## config.mk

```make
export PLATFORM = sky130hd
export DESIGN_NAME = xlat_lock_arb
export DESIGN_NICKNAME = d
export VERILOG_FILES = /design/src/rtl/xlat_lock_pkg.sv /design/src/rtl/xlat_lock_pend.sv /design/src/rtl/xlat_lock_pick.sv /design/src/rtl/xlat_lock_core.sv /design/src/rtl/xlat_lock_arb.sv
export SDC_FILE = /design/constraint.sdc
export NUM_CORES = 1
export LEC_CHECK = 0
export ABC_CLOCK_PERIOD_IN_PS = 4600
export CORE_MARGIN = 10
export CORE_UTILIZATION = 55
export CTS_BUF_LIST = sky130_fd_sc_hd__clkbuf_16
export CTS_CLUSTER_SIZE = 12
export DETAILED_ROUTE_END_ITERATION = 12
export PLACE_DENSITY = 0.84
export SLEW_MARGIN = 15
export SYNTH_ARGS = -nofsm -noshare
export SYNTH_HDL_FRONTEND = slang
export SYNTH_HIERARCHICAL = 1
export SYNTH_SLANG_ARGS = --single-unit
```

## constraint.sdc

```tcl
create_clock -name clk -period 4.6 [get_ports clk]
set_clock_uncertainty 0.05 [all_clocks]
set_input_delay 0.92 -clock clk [delete_from_list [all_inputs] [get_ports clk]]
set_output_delay 0.92 -clock clk [all_outputs]
set_load 0.05 [all_outputs]
```

## src/rtl/xlat_lock_pkg.sv

```systemverilog
package xlat_lock_pkg;

    typedef enum logic [1:0] {
        ST_FREE  = 2'd0,
        ST_HELD  = 2'd1,
        ST_DRAIN = 2'd2,
        ST_INV   = 2'd3
    } lock_state_e;

    typedef enum logic [2:0] {
        OP_NONE    = 3'd0,
        OP_INV_REL = 3'd1,
        OP_REL     = 3'd2,
        OP_INV_GNT = 3'd3,
        OP_ACQ     = 3'd4
    } lock_op_e;

endpackage

```

## src/rtl/xlat_lock_pend.sv

```systemverilog
module xlat_lock_pend #(
    parameter int NREQ = 4
) (
    input  logic            clk,
    input  logic            rst_n,
    input  logic [NREQ-1:0] strobe_i,
    input  logic [NREQ-1:0] clr_i,
    output logic [NREQ-1:0] eff_o
);

    logic [NREQ-1:0] pend_q;

    for (genvar g = 0; g < NREQ; g++) begin : g_bit
        // a strobe counts in its own cycle; the pending bit carries it on
        assign eff_o[g] = pend_q[g] | strobe_i[g];

        always_ff @(posedge clk or negedge rst_n) begin
            if (!rst_n) begin
                pend_q[g] <= 1'b0;
            end else begin
                pend_q[g] <= eff_o[g] & ~clr_i[g];
            end
        end
    end

endmodule

```

## src/rtl/xlat_lock_pick.sv

```systemverilog
module xlat_lock_pick #(
    parameter int NREQ = 4
) (
    input  logic [NREQ-1:0] req_i,
    output logic [NREQ-1:0] sel_o
);

    logic [NREQ:0] seen;

    assign seen[0] = 1'b0;

    for (genvar g = 0; g < NREQ; g++) begin : g_chain
        assign sel_o[g]    = req_i[g] & ~seen[g];
        assign seen[g + 1] = seen[g] | req_i[g];
    end

endmodule

```

## src/rtl/xlat_lock_core.sv

```systemverilog
module xlat_lock_core
    import xlat_lock_pkg::*;
#(
    parameter int NREQ  = 4,
    parameter int CNT_W = 8
) (
    input  logic             clk,
    input  logic             rst_n,
    input  logic             mode_shared_i,
    input  logic             inv_acq_i,
    input  logic             inv_rel_i,
    input  logic [NREQ-1:0]  acq_sel_i,
    input  logic [NREQ-1:0]  rel_sel_i,
    output logic [NREQ-1:0]  acq_clr_o,
    output logic [NREQ-1:0]  rel_clr_o,
    output logic [NREQ-1:0]  gnt_o,
    output logic             inv_gnt_o,
    output logic             wake_o,
    output logic             cnt_err_o,
    output logic             excl_o,
    output logic             grp_o,
    output logic [CNT_W-1:0] cnt_o
);

    localparam logic [CNT_W-1:0] CNT_MAX = {CNT_W{1'b1}};
    localparam logic [CNT_W-1:0] CNT_ONE = {{(CNT_W-1){1'b0}}, 1'b1};

    lock_state_e      state_q, state_d;
    lock_op_e         op;
    logic [CNT_W-1:0] cnt_q, cnt_d;
    logic             excl_q, excl_d;
    logic             grp_q, grp_d;
    logic [NREQ-1:0]  gnt_d;
    logic             inv_gnt_d, wake_d, err_d;
    logic             acq_any, rel_any, acq_ok, cnt_zero, cnt_full, grp_raise;

    assign acq_any  = |acq_sel_i;
    assign rel_any  = |rel_sel_i;
    assign cnt_zero = (cnt_q == '0);
    assign cnt_full = (cnt_q == CNT_MAX);

    // shared mode blocks on the group bit; simple mode only blocks a first acquire
    assign acq_ok = mode_shared_i ? !grp_q : (!cnt_zero || !excl_q);

    assign grp_raise = inv_acq_i && ((state_q == ST_FREE) || (state_q == ST_HELD));

    // one read-modify-write per cycle, fixed precedence
    always_comb begin
        op = OP_NONE;
        if (inv_rel_i && (state_q == ST_INV)) begin
            op = OP_INV_REL;
        end else if (rel_any) begin
            op = OP_REL;
        end else if ((state_q == ST_DRAIN) && cnt_zero) begin
            op = OP_INV_GNT;
        end else if (acq_any && acq_ok) begin
            op = OP_ACQ;
        end
    end

    assign acq_clr_o = (op == OP_ACQ) ? acq_sel_i : '0;
    assign rel_clr_o = (op == OP_REL) ? rel_sel_i : '0;

    // control word update
    always_comb begin
        cnt_d     = cnt_q;
        excl_d    = excl_q;
        grp_d     = grp_q;
        gnt_d     = '0;
        inv_gnt_d = 1'b0;
        wake_d    = 1'b0;
        err_d     = 1'b0;
        unique case (op)
            OP_INV_REL: begin
                grp_d  = 1'b0;
                excl_d = 1'b0;
                wake_d = 1'b1;
            end
            OP_REL: begin
                if (cnt_zero) begin
                    err_d = 1'b1;
                end else begin
                    cnt_d = cnt_q - CNT_ONE;
                    if (cnt_q == CNT_ONE) begin
                        excl_d = 1'b0;
                        wake_d = 1'b1;
                    end
                end
            end
            OP_INV_GNT: begin
                excl_d    = 1'b1;
                inv_gnt_d = 1'b1;
            end
            OP_ACQ: begin
                if (cnt_full) begin
                    err_d = 1'b1;
                end else begin
                    cnt_d  = cnt_q + CNT_ONE;
                    excl_d = 1'b1;
                    gnt_d  = acq_sel_i;
                end
            end
            default: begin
            end
        endcase
        if (grp_raise) begin
            grp_d = 1'b1;
        end
    end

    // state transitions
    always_comb begin
        state_d = state_q;
        unique case (state_q)
            ST_FREE, ST_HELD: begin
                if (grp_d) begin
                    state_d = ST_DRAIN;
                end else if (cnt_d != '0) begin
                    state_d = ST_HELD;
                end else begin
                    state_d = ST_FREE;
                end
            end
            ST_DRAIN: begin
                if (op == OP_INV_GNT) begin
                    state_d = ST_INV;
                end
            end
            ST_INV: begin
                if (op == OP_INV_REL) begin
                    state_d = ST_FREE;
                end
            end
        endcase
    end

    // state register and control word
    always_ff @(posedge clk or negedge rst_n) begin
        if (!rst_n) begin
            state_q <= ST_FREE;
            cnt_q   <= '0;
            excl_q  <= 1'b0;
            grp_q   <= 1'b0;
        end else begin
            state_q <= state_d;
            cnt_q   <= cnt_d;
            excl_q  <= excl_d;
            grp_q   <= grp_d;
        end
    end

    // registered pulse outputs
    always_ff @(posedge clk or negedge rst_n) begin
        if (!rst_n) begin
            gnt_o     <= '0;
            inv_gnt_o <= 1'b0;
            wake_o    <= 1'b0;
            cnt_err_o <= 1'b0;
        end else begin
            gnt_o     <= gnt_d;
            inv_gnt_o <= inv_gnt_d;
            wake_o    <= wake_d;
            cnt_err_o <= err_d;
        end
    end

    assign excl_o = excl_q;
    assign grp_o  = grp_q;
    assign cnt_o  = cnt_q;

endmodule

```

## src/rtl/xlat_lock_arb.sv

```systemverilog
module xlat_lock_arb #(
    parameter int NREQ  = 4,
    parameter int CNT_W = 8
) (
    input  logic             clk,
    input  logic             rst_n,
    input  logic             mode_shared_i,
    input  logic [NREQ-1:0]  acq_req_i,
    input  logic [NREQ-1:0]  rel_req_i,
    input  logic             inv_acq_i,
    input  logic             inv_rel_i,
    output logic [NREQ-1:0]  gnt_o,
    output logic             inv_gnt_o,
    output logic             wake_o,
    output logic             cnt_err_o,
    output logic             held_o,
    output logic             excl_o,
    output logic             grp_o,
    output logic [CNT_W-1:0] hold_cnt_o
);

    logic [NREQ-1:0] acq_eff, rel_eff, acq_sel, rel_sel, acq_clr, rel_clr;

    xlat_lock_pend #(.NREQ(NREQ)) acq_pend_i (
        .clk      (clk),
        .rst_n    (rst_n),
        .strobe_i (acq_req_i),
        .clr_i    (acq_clr),
        .eff_o    (acq_eff)
    );

    xlat_lock_pend #(.NREQ(NREQ)) rel_pend_i (
        .clk      (clk),
        .rst_n    (rst_n),
        .strobe_i (rel_req_i),
        .clr_i    (rel_clr),
        .eff_o    (rel_eff)
    );

    xlat_lock_pick #(.NREQ(NREQ)) acq_pick_i (
        .req_i (acq_eff),
        .sel_o (acq_sel)
    );

    xlat_lock_pick #(.NREQ(NREQ)) rel_pick_i (
        .req_i (rel_eff),
        .sel_o (rel_sel)
    );

    xlat_lock_core #(.NREQ(NREQ), .CNT_W(CNT_W)) core_i (
        .clk           (clk),
        .rst_n         (rst_n),
        .mode_shared_i (mode_shared_i),
        .inv_acq_i     (inv_acq_i),
        .inv_rel_i     (inv_rel_i),
        .acq_sel_i     (acq_sel),
        .rel_sel_i     (rel_sel),
        .acq_clr_o     (acq_clr),
        .rel_clr_o     (rel_clr),
        .gnt_o         (gnt_o),
        .inv_gnt_o     (inv_gnt_o),
        .wake_o        (wake_o),
        .cnt_err_o     (cnt_err_o),
        .excl_o        (excl_o),
        .grp_o         (grp_o),
        .cnt_o         (hold_cnt_o)
    );

    assign held_o = (hold_cnt_o != '0);

endmodule

```

==> run summary, run 1 <==
The signal on the critical path passes through clkdlybuf4s50_1 -> or2_1 -> nor2b_1 -> or4_4 -> a2111oi_4 -> and2_2 -> a31oi_1 -> o22a_1 -> nor4_1 -> a41oi_1. The Yosys step of the flow raised 6 warnings. Antenna violation net count after detailed routing: 0. The standard cell core area was 2810 um2; the power density over the cells was 664 nW/um2.

Once the floorplan was initialized, standard cells occupied 58.1% of the core. Across the run, the number of max-cap violations was 0. The depth of the critical timing path with buffers and inverters included is 10, and the vias per cell is 6.43. The logs give 0 for the number of antenna violations at the first check in global routing and 0 for the count of pins over their slew limit. Critical path class: input port to register. Entering global routing, the biggest net connects 28 pins. For this run, the total global-route usage over all layers was measured as 15.5%. 31 I/O pins were placed. The run gives 0 ns as the final total negative setup slack.

The final setup slack of the worst path was 0.700 ns; the die outline height was 74.4 um. After detailed routing, the number of remaining DRC violations is 0. Dividing the final minimum period by the clock period gives 84.8%.

STA classifies the critical path endpoint as a register. The quantity of gates resized following cts is 0. Yosys attributes the largest share of cell area to dfrtp_1, o21ba_2, and3_1, nand2_1, nor2_1. The worst register-to-register path begins at rel_pend_i/pend_q[1]$_DFF_PN0_. The synthesized netlist occupies a cell area of 1630 um2. The flow ran to the end, and the final reports show no timing, DRC or antenna violations.

The number of port buffers is 30, and the instance count along the most critical hold path is 1. For the worst flop-to-flop path, the logic depth is 9. For the required time of the critical path, the log shows 4.66 ns. Routability-driven placement finished with a final weighted congestion of 0.948. Sequential elements use 41.5% of the synthesized area. The number of unique standard cell types used by synthesis was 46; the number of global-route vias before repair was 1463.

The average size of a mapped cell is 9.47 um2. The worst hold path belongs to the class register to register. Relative to the synthesized area, the layout overhead comes to 23.0%.

The maximum clock insertion buffer count is 2. The detailed router placed 1480 vias in this run. The tools report the wire length of the first global-routing pass as 6780 um.

TritonCTS built the clock tree. Setup repair after global routing left no endpoint under its margin. The endpoint of the most critical setup path was core_i/state_q[0]$_DFFE_PN0P_. The run gives 217 as the number of nets in the layout. For this run, the slowest stage of the critical path takes 0.57 ns. The logs give 4 for the iteration count of the initial detailed-routing pass and 0 for the final hold violation count.

On the critical path the largest part of the delay comes from simple AND/OR/NAND/NOR gates. For the number of nets in the synthesized netlist, the log shows 189. The logs give 0.000813 uW for the leakage power summed over all cells and 1 for the number of H-tree levels. The slew at the pin closest to its max-slew limit was 0.625 ns.

Row generation in the floorplan step produced 19 rows. The die covers 5540 um2. The floorplan step set the die width to 74.4 um.

After layout, the minimum clock period comes to 3.90 ns. Data arrives at the worst endpoint at 3.96 ns. The setup violation total in the final timing report came out at 0. The reg2reg setup slack was 1.43 ns; the average wire per standard cell was 18.6 um. After filler insertion, the fill cell instance count of the layout stands at 218. The cell count after synthesis is 172. STA classifies the critical path startpoint as an input port. The share of post-route cells with drive strength above 1 is 10.6%, and the peak supply drop is 0.000519 V. The library cell used most frequently in the layout, excluding fill and tap cells, is clkdlybuf4s50_1.

In this run the tightest slew margin relative to its limit is 58.2%. The routed design has 4270 um of wire. In this run the worst setup path begins at rel_req_i[1]. For the post-CTS repair timing setup buffer count, the log shows 0. Along the worst path, the maximum fanout reaches 14. Clock-pin slew was measured on the worst setup and hold paths at 0.06 ns. The tree is rooted in a clkbuf_16.

The library cells used most frequently in the layout, excluding fill and tap cells, are clkdlybuf4s50_1, dfrtp_1, nand2_1, nor2_1, and3_1. The number of register bits inferred by synthesis was 27; the pre-CTS setup slack was 0.504 ns. The logs give 0 for the final global-route overflow total and 0 for the number of buffers inserted by hold repair at cts. Clock tree synthesis found a total of 27 sinks.

The diode insertion count for antenna repair is 0. Slowest cell on the critical path: or4_4. For this run, the top clock speed supported by timing is 256 MHz. For this block, the initial DRC count from the detailed router was 72. The largest total area in the synthesized netlist belongs to dfrtp_1.

For the worst-skew pair, the clock arrives at the later sink with an insertion delay of 0.26 ns. Total half-perimeter wirelength after legalization and detailed placement: 3180 um. The endpoint identified for the worst register-to-register timing path is core_i/state_q[0]$_DFFE_PN0P_.

Top cell type's share of synthesized area: 41.5%. The number of CTS-inserted buffers was 3; the buffers plus inverters on the worst setup path was 1.
## cell usage after synthesis, drive strengths merged
master and instances:
a31o 1, or2 9, dfrtp 27, nor4 7, nand3b 2, and3 12, a2bb2oi 1, a32oi 1
o22ai 2, clkbuf 2, ha 4, o211ai 2, a2111oi 1, o22a 1, a22o 1, inv 6
nand3 7, nand4 1, nor3b 3, o21a 2, o21ai 7, a31oi 2, o21ba 8, o32ai 1
a211oi 1, and2 5, o311ai 2, buf 5, nand2 17, o2111ai 1, xnor2 2, or4 1
a32o 1, a41oi 1, nor4b 2, a311oi 1, a21oi 1, nor2 14, nor3 3, nor2b 5
## final cells by class
| cell class | instances | area (um2) | area share, % |
|---|---|---|---|
| clock inverter | 1 | 5.00 | 0.250 |
| multi-input combinational | 132 | 892 | 44.5 |
| tap | 31 | 38.8 | 1.94 |
| inverter | 6 | 22.5 | 1.12 |
| timing repair buffer | 30 | 295 | 14.7 |
| clock buffer | 3 | 75.1 | 3.75 |
| sequential | 27 | 676 | 33.7 |
## flip-flops by register name, indices dropped and copies added (netlist names)
register / count
core_i/inv_gnt_o: 1
acq_pend_i/pend_q: 4
core_i/cnt_o: 8
core_i/wake_o: 1
rel_pend_i/pend_q: 4
core_i/excl_o: 1
core_i/grp_o: 1
core_i/gnt_o: 4
core_i/state_q: 2
core_i/cnt_err_o: 1
## power by group
group / total (uW) / internal [uW] / switching [uW]
sequential: 431 / 305 / 126
clock: 195 / 117 / 77.7
combinational: 706 / 263 / 444
total: 1330 / 685 / 647
## metrics by stage
stage | util [%] | std cells | total power [uW] | hold WS (ns) | instance area [um2]
6_report | 71.5 | 230 | 1330 | 0.435 | 2000
5_1_grt | 71.5 | 230 | 1400 | 0.447 | 2000
4_1_cts | 71.6 | 230 | 1330 | 0.436 | 2010
3_5_place_dp | 68.8 | 226 | 1130 | 0.422 | 1930
3_3_place_gp | 68.8 | 226 | 1110 | 0.417 | 1930
2_1_floorplan | - | 172 | 912 | 0.408 | 1630
## layer usage
layer / GRT usage, % / part of all wire (%)
met4: 9.03 / 3.5
met2: 27.3 / 49
met1: 17.0 / 39
met3: 2.79 / 8.5
met5: 0 / 0
## how the worst min path moves through the flow
| stage | startpoint | endpoint | slack (ns) |
|---|---|---|---|
| 2_1_floorplan | acq_pend_i/pend_q[0]$_DFF_PN0_ | acq_pend_i/pend_q[0]$_DFF_PN0_ | 0.41 |
| 3_3_place_gp | rel_pend_i/pend_q[2]$_DFF_PN0_ | rel_pend_i/pend_q[2]$_DFF_PN0_ | 0.42 |
| 3_5_place_dp | rel_pend_i/pend_q[2]$_DFF_PN0_ | rel_pend_i/pend_q[2]$_DFF_PN0_ | 0.42 |
| 4_1_cts | rel_pend_i/pend_q[2]$_DFF_PN0_ | rel_pend_i/pend_q[2]$_DFF_PN0_ | 0.44 |
| 5_1_grt | rel_pend_i/pend_q[2]$_DFF_PN0_ | rel_pend_i/pend_q[2]$_DFF_PN0_ | 0.45 |
| 6_report | rel_pend_i/pend_q[0]$_DFF_PN0_ | rel_pend_i/pend_q[0]$_DFF_PN0_ | 0.43 |
## worst reg2reg max path, cell delays in order, from the launching register on
cell and delay, ns:
dfrtp_1 0.37, or2_1 0.26, nor2b_1 0.18, or4_4 0.57, a2111oi_4 0.45, and2_2 0.38, a31oi_1 0.13, o22a_1 0.21
nor4_1 0.28, a41oi_1 0.16
## cell families after synthesis
kind of cell	Yosys count	synth area share, %
xor+xnor	2	1.08
flops	27	41.5
fa+ha+maj	4	3.07
simple gates	88	31.2
compound gates	38	19.4
buf+inv	13	3.76
No activity file was read; power rests on OpenSTA's default activity.
==> run 2, diff against run 1 <==
--- a/config.mk
+++ b/config.mk
@@ -5,13 +5,13 @@
 export SDC_FILE = /design/constraint.sdc
 export NUM_CORES = 1
 export LEC_CHECK = 0
-export ABC_CLOCK_PERIOD_IN_PS = 4600
+export ABC_CLOCK_PERIOD_IN_PS = 3470
 export CORE_MARGIN = 10
-export CORE_UTILIZATION = 55
+export CORE_UTILIZATION = 46
 export CTS_BUF_LIST = sky130_fd_sc_hd__clkbuf_16
 export CTS_CLUSTER_SIZE = 12
 export DETAILED_ROUTE_END_ITERATION = 12
-export PLACE_DENSITY = 0.84
+export PLACE_DENSITY = 0.75
 export SLEW_MARGIN = 15
 export SYNTH_ARGS = -nofsm -noshare
 export SYNTH_HDL_FRONTEND = slang
==> constraint.sdc (replaced) <==
create_clock -name clk -period 3.47 [get_ports clk]
set_clock_uncertainty 0.05 [all_clocks]
set_input_delay 0.694 -clock clk [delete_from_list [all_inputs] [get_ports clk]]
set_output_delay 0.694 -clock clk [all_outputs]
set_load 0.05 [all_outputs]
==> run summary, run 2 (synthesized netlist as in run 1, its figures left out) <==
The run finished with clean final reports. Of the cells placed in the final design, the portion with a size suffix greater than 1 is 19.9%. The die outline height is 79.5 um, and the vias per cell is 5.61.

Derived from the worst setup path, the maximum achievable clock frequency is 307 MHz. Pre-CTS setup slack: -0.236 ns. The number of design rule violations left after detail routing is 0. For the peak supply drop, the log shows 0.000499 V. The tool flagged a number of max-cap violations equal to 0. The DRC violation total after the first TritonRoute iteration was 85. The most numerous cell type found on the critical path is o311ai_2.

The number of nets in the layout was 234. The slowest stage of the critical path belongs to the cell or4_4. The setup violation total in the final timing report is 0, and the total via count in the routed design is 1471. 31 I/O pins were placed. Most common cell after layout, fill and taps aside: clkdlybuf4s50_1. TritonCTS built the clock tree. The first global-routing pass estimated 6900 um of wire. The number of antenna diodes in the final layout is 0. The tools report the detailed-route wire length as 4210 um. After layout, the worst path uses 93.9% of the clock period.

The longest clock path from root to sink contains 2 buffers. The cell family contributing the most delay on the critical path is simple AND/OR/NAND/NOR gates. The remaining max-slew budget at the tightest pin is 60.1%, and the flip-flop count of the largest register, all copies and words added is 8. Along the worst path, the maximum fanout reaches 6. The initialized floorplan defines 21 standard-cell rows.

The clock insertion delay at the later pin of the skew report came out at 0.26 ns. The tools report the overall global routing resource usage as 13.4%. The x dimension of the die is 79.5 um. The count of pins over their slew limit was 0; the final period demand of the worst path was 3.26 ns. The worst setup path is captured at a register.

The leakage power summed over all cells is 0.000933 uW. The number of H-tree levels came out at 1. At the worst endpoint, the required time is 3.54 ns. The buffers plus inverters on the worst setup path was 1. The number of global-route vias before repair was 1483.

In this run, CTS created clock tree buffers numbering 3. The worst setup path is of the input port to register kind. For this run, the slowest stage of the critical path takes 0.54 ns.

The tree is rooted in a clkbuf_16. For the worst setup path, the data arrival time is 3.33 ns. The tools report the final total negative setup slack as 0 ns. Entering global routing, the biggest net connects 28 pins.

The layout overhead on the synthesized area was 35.9%. The signal on the critical path passes through clkdlybuf4s50_1 -> or2_4 -> or4_4 -> a2111oi_4 -> nand2_2 -> o311ai_2 -> o311ai_2 -> nor3b_2 -> a41oi_1. The standard cell core area came out at 3390 um2. STA classifies the critical path startpoint as an input port. The final global-route overflow total is 0. In the layout the commonest cells are clkdlybuf4s50_1, dfrtp_1, buf_4, nand2_1, nor2_1. At the pin with the least slew margin, the transition time is 0.592 ns. The min-delay analysis places its worst path in the category register to register.

The HPWL after detailed placement is 3220 um. The die covers 6320 um2. The clock net in this run drives a total of 27 sinks. The run gives 0 as the number of antenna violations at the first check in global routing. In the post-route analysis, the smallest setup slack over all paths is 0.210 ns. Number of port buffers: 30. The tools report the final hold violation count as 0. Before antenna repair, the detailed router went through 4 iterations. Dividing total power by cell area gives a power density of 868 nW/um2. For this configuration, the core starts out at a cell density of 48.1%. The count of nets left with antenna violations once routing finished came out at 0. Clock-pin slew was measured on the worst setup and hold paths at 0.06 ns.

After detailed routing, the average wire length per cell comes to 16.1 um. In this run, post-CTS hold repair placed 0 buffers. The congestion estimate from routability-driven global placement came to 0.996.
==> run 2: cell types whose count changed in the layout (fill, tap and decap cells not counted), sizes merged <==
cell	before	now
inv	6	7
buf	1	17
clkinv	1	0
clkdlybuf4s50	29	28
dlymetal6s2s	0	2
==> run 2: worst paths after layout <==
check	start	end	slack, ns	cells after the start
min reg2reg	acq_pend_i/pend_q[3]$_DFF_PN0_	acq_pend_i/pend_q[3]$_DFF_PN0_	0.43	1
max in group asynchronous	rst_n	core_i/wake_o$_DFF_PN0_	2.36	2
max	rel_req_i[0]	core_i/state_q[0]$_DFFE_PN0P_	0.21	9
min in group asynchronous	rst_n	core_i/inv_gnt_o$_DFF_PN0_	0.76	2
max reg2reg	rel_pend_i/pend_q[1]$_DFF_PN0_	core_i/state_q[0]$_DFFE_PN0P_	0.62	9
min	acq_pend_i/pend_q[3]$_DFF_PN0_	acq_pend_i/pend_q[3]$_DFF_PN0_	0.43	1
==> run 2: worst register-to-register path, cell delays in order, from the launching register on <==
cell,delay [ns]
dfrtp_1,0.37
or2_1,0.24
nor2b_4,0.13
or4_4,0.55
a2111oi_4,0.35
nand2_2,0.18
o311ai_2,0.33
o311ai_2,0.19
nor3b_2,0.19
a41oi_1,0.13
==> run 2: area by class of cell <==
class / instances / area [um2]
clock buffers: 3 / 75.1
clock inverters: 1 / 3.75
fillers: 263 / 1180
inverters: 6 / 22.5
multi-input cells: 132 / 946
flip-flops and latches: 27 / 676
well taps: 46 / 57.6
repair buffers: 47 / 433
==> run 2: what timing repair did <==
item                                    CTS  global route
gates resized for setup                   0            13
endpoints found under the setup margin    0             2
hold endpoints to repair                  0             0
setup buffers                             0             1
==> run 2: metrics by stage <==
| stage | util [%] | hold WS, ns | instance area [um2] | power (uW) | cells |
|---|---|---|---|---|---|
| global route | 65.3 | 0.444 | 2210 | 2040 | 262 |
| global placement | 61.0 | 0.416 | 2070 | 1580 | 257 |
| finish | 65.3 | 0.435 | 2210 | 1920 | 262 |
| CTS | 63.3 | 0.436 | 2150 | 1860 | 261 |
| floorplan | - | 0.348 | 1630 | 1210 | 172 |
| detailed placement | 61.0 | 0.422 | 2070 | 1600 | 257 |
==> run 2: power breakdown <==
part	switching (uW)	internal (uW)	leakage (uW)	total, uW
Clock	102	154	0.0000423	257
Sequential	163	405	0.000319	567
Combinational	630	466	0.000572	1100
Total	895	1030	0.000933	1920
==> run 2: routing by layer <==
layer  part of all wire [%]  track usage (%)
met2                     48             22.2
met3                    8.1             3.94
met4                    2.2             5.91
met5                      0                0
met1                     42             15.5
==> run 3, diff against run 2 <==
--- a/config.mk
+++ b/config.mk
@@ -6,7 +6,6 @@
 export NUM_CORES = 1
 export LEC_CHECK = 0
 export ABC_CLOCK_PERIOD_IN_PS = 3470
-export CORE_MARGIN = 10
 export CORE_UTILIZATION = 46
 export CTS_BUF_LIST = sky130_fd_sc_hd__clkbuf_16
 export CTS_CLUSTER_SIZE = 12
==> run summary, run 3 (synthesized netlist as in run 1, its figures left out) <==
The flow ran to the end, and the final reports show no timing, DRC or antenna violations. For the DRC violation total after the first TritonRoute iteration, the log shows 80. The layout overhead on the synthesized area is 34.7%, and the full die area is 3780 um2. For the final global-route overflow total, the log shows 0.

The tool flagged a number of max-cap violations equal to 0. The number of port buffers was 30; the average wire per standard cell was 15.4 um. In this run the worst path has a maximum fanout of 6. The x dimension of the die works out to 61.5 um. In the routed layout, each cell is associated on average with a via count of 5.70. The register with the most flip-flops in the layout has 8 of them. Entering global routing, the biggest net connects 28 pins. In the global route stage, overall resource usage came out at 23.4%.

After layout, the worst path uses 97.4% of the clock period. The run gives 0.000492 V as the peak supply drop. The logs give 0 for the setup violation total in the final timing report and 4 for the iteration count of the initial detailed-routing pass.

The run gives 0 as the number of design rule violations left after detail routing. The count of pins over their slew limit was 0; the detailed-route wire length was 4060 um. The most common cell after layout, fill and taps aside was clkdlybuf4s50_1. The run gives 0 ns as the final total negative setup slack. In this run, placement finished with an instance count of 259. The final setup slack of the worst path was 0.0910 ns; the global placement routability congestion was 0.998.

The arrival time of data at the critical path endpoint was 3.44 ns. The logs give 0.60 ns for the reg2reg setup slack and 235 for the number of nets in the layout. The worst pin sits at a relative slew slack of 66.5%. Once the clock tree was built, the setup fixing pass inserted 0 buffers.

For this configuration, the core starts out at a cell density of 48.4%. In this run the remaining antenna-violating nets after routing total 0. At the pin with the least slew margin, the transition time is 0.501 ns.

The later pin in the worst-skew pair is clocked with a latency of 0.26 ns. STA classifies the critical path startpoint as an input port. TritonCTS built the clock tree. The number of inserted filler cells in the final layout came out at 295. The power density over the cells came out at 857 nW/um2.

The final hold violation count came out at 0. The logs give 21 for the number of standard-cell rows in the floorplan and 3360 um2 for the standard cell core area. Number of cells in the finished layout apart from fillers: 263. TritonCTS created 3 clock buffers.

In this run the deepest clock path goes through 2 buffers. The top cell types in the final layout, fill and taps aside, are clkdlybuf4s50_1, dfrtp_1, buf_4, nand2_1, nor2_1. The peak clock frequency supported by timing is 296 MHz. The final period demand of the worst path was 3.38 ns; the core utilization of the finished layout was 65.3%. Number of top-level pins: 31. The repair_antennas step left the layout with diodes totalling 0.

The tools report the pre-CTS setup slack as -0.213 ns. Number of antenna violations at the first check in global routing: 0. The cell sitting at the root of the clock tree is a clkbuf_16. The share of post-route cells with drive strength above 1 came out at 19.4%. The completed layout was analyzed and its total power is 1880 uW. For the number of global-route vias before repair, the log shows 1453. The class of the tightest hold or removal check was register to register.

The number of H-tree levels was 1; the clock sink count was 27. The total via count in the routed design was 1499; the clock edge transition at the registers on the reported setup and hold paths was 0.06 ns. The run gives 3.53 ns as the required time of the critical path.

The leakage power summed over all cells is 0.000917 uW. Critical path class: input port to register. The run gives 6530 um as the wire length of the first global-routing pass.

STA classifies the critical path endpoint as a register. The total half-perimeter wirelength after legalization and detailed placement was 2900 um. The die outline height was 61.5 um.
run 3: cell types whose count changed in the layout (fill, tap and decap cells not counted), sizes merged:
cell | before | now
buf | 17 | 18
clkdlybuf4s50 | 28 | 30
dlymetal6s2s | 2 | 0
run 3: metrics by stage:
stage / area (um2) / hold slack (ns)
after floorplan: 1630 / 0.348
after global placement: 2080 / 0.417
after detailed placement: 2080 / 0.426
after CTS: 2160 / 0.441
after global routing: 2190 / 0.455
final: 2190 / 0.440
run 3: final timing paths:
path / startpoint / endpoint / cells after the start
max in group asynchronous: rst_n / acq_pend_i/pend_q[3]$_DFF_PN0_ / 2
setup / recovery: acq_req_i[1] / core_i/state_q[0]$_DFFE_PN0P_ / 11
hold reg to reg: acq_pend_i/pend_q[1]$_DFF_PN0_ / acq_pend_i/pend_q[1]$_DFF_PN0_ / 1
min in group asynchronous: rst_n / core_i/cnt_err_o$_DFF_PN0_ / 2
setup reg to reg: acq_pend_i/pend_q[1]$_DFF_PN0_ / core_i/state_q[0]$_DFFE_PN0P_ / 10
hold / removal: acq_pend_i/pend_q[1]$_DFF_PN0_ / acq_pend_i/pend_q[1]$_DFF_PN0_ / 1
run 3: repair_timing:
| item | in CTS | in global routing |
|---|---|---|
| hold buffers | 0 | 0 |
| setup endpoints to repair | 0 | 1 |
| gates resized for setup | 0 | 7 |
run 3: area by class of cell:
type | instances | area [um2] | share of cell area (%)
Timing Repair Buffer | 48 | 435 | 19.8
Clock buffer | 3 | 75.1 | 3.42
Inverter | 6 | 22.5 | 1.03
Clock inverter | 1 | 3.75 | 0.171
Tap cell | 46 | 57.6 | 2.62
Multi-Input combinational cell | 132 | 925 | 42.1
Sequential cell | 27 | 676 | 30.8
run 3: worst max-delay path: stages:
cell and delay [ns]:
clkdlybuf4s50_1 0.42, or2_1 0.29, nor4b_4 0.33, nor4_1 0.08, buf_4 0.14, a2111oi_4 0.37, nand2_2 0.17, o311ai_1 0.34
o311ai_1 0.20, nor3b_1 0.24, a41oi_1 0.14
run 3: layer usage:
metal	up-vias	GRT usage [%]	share of wire, %
met5	-	0	0
met4	0	10.5	1.1
met3	4	3.15	5.6
met2	73	40.7	51
met1	707	28.7	42
li1	715	-	-
run 3: where the power goes:
part	total (uW)	switching (uW)	internal [uW]
clock network	251	97.3	154
logic	1060	616	445
registers	568	163	405
total	1880	877	1000
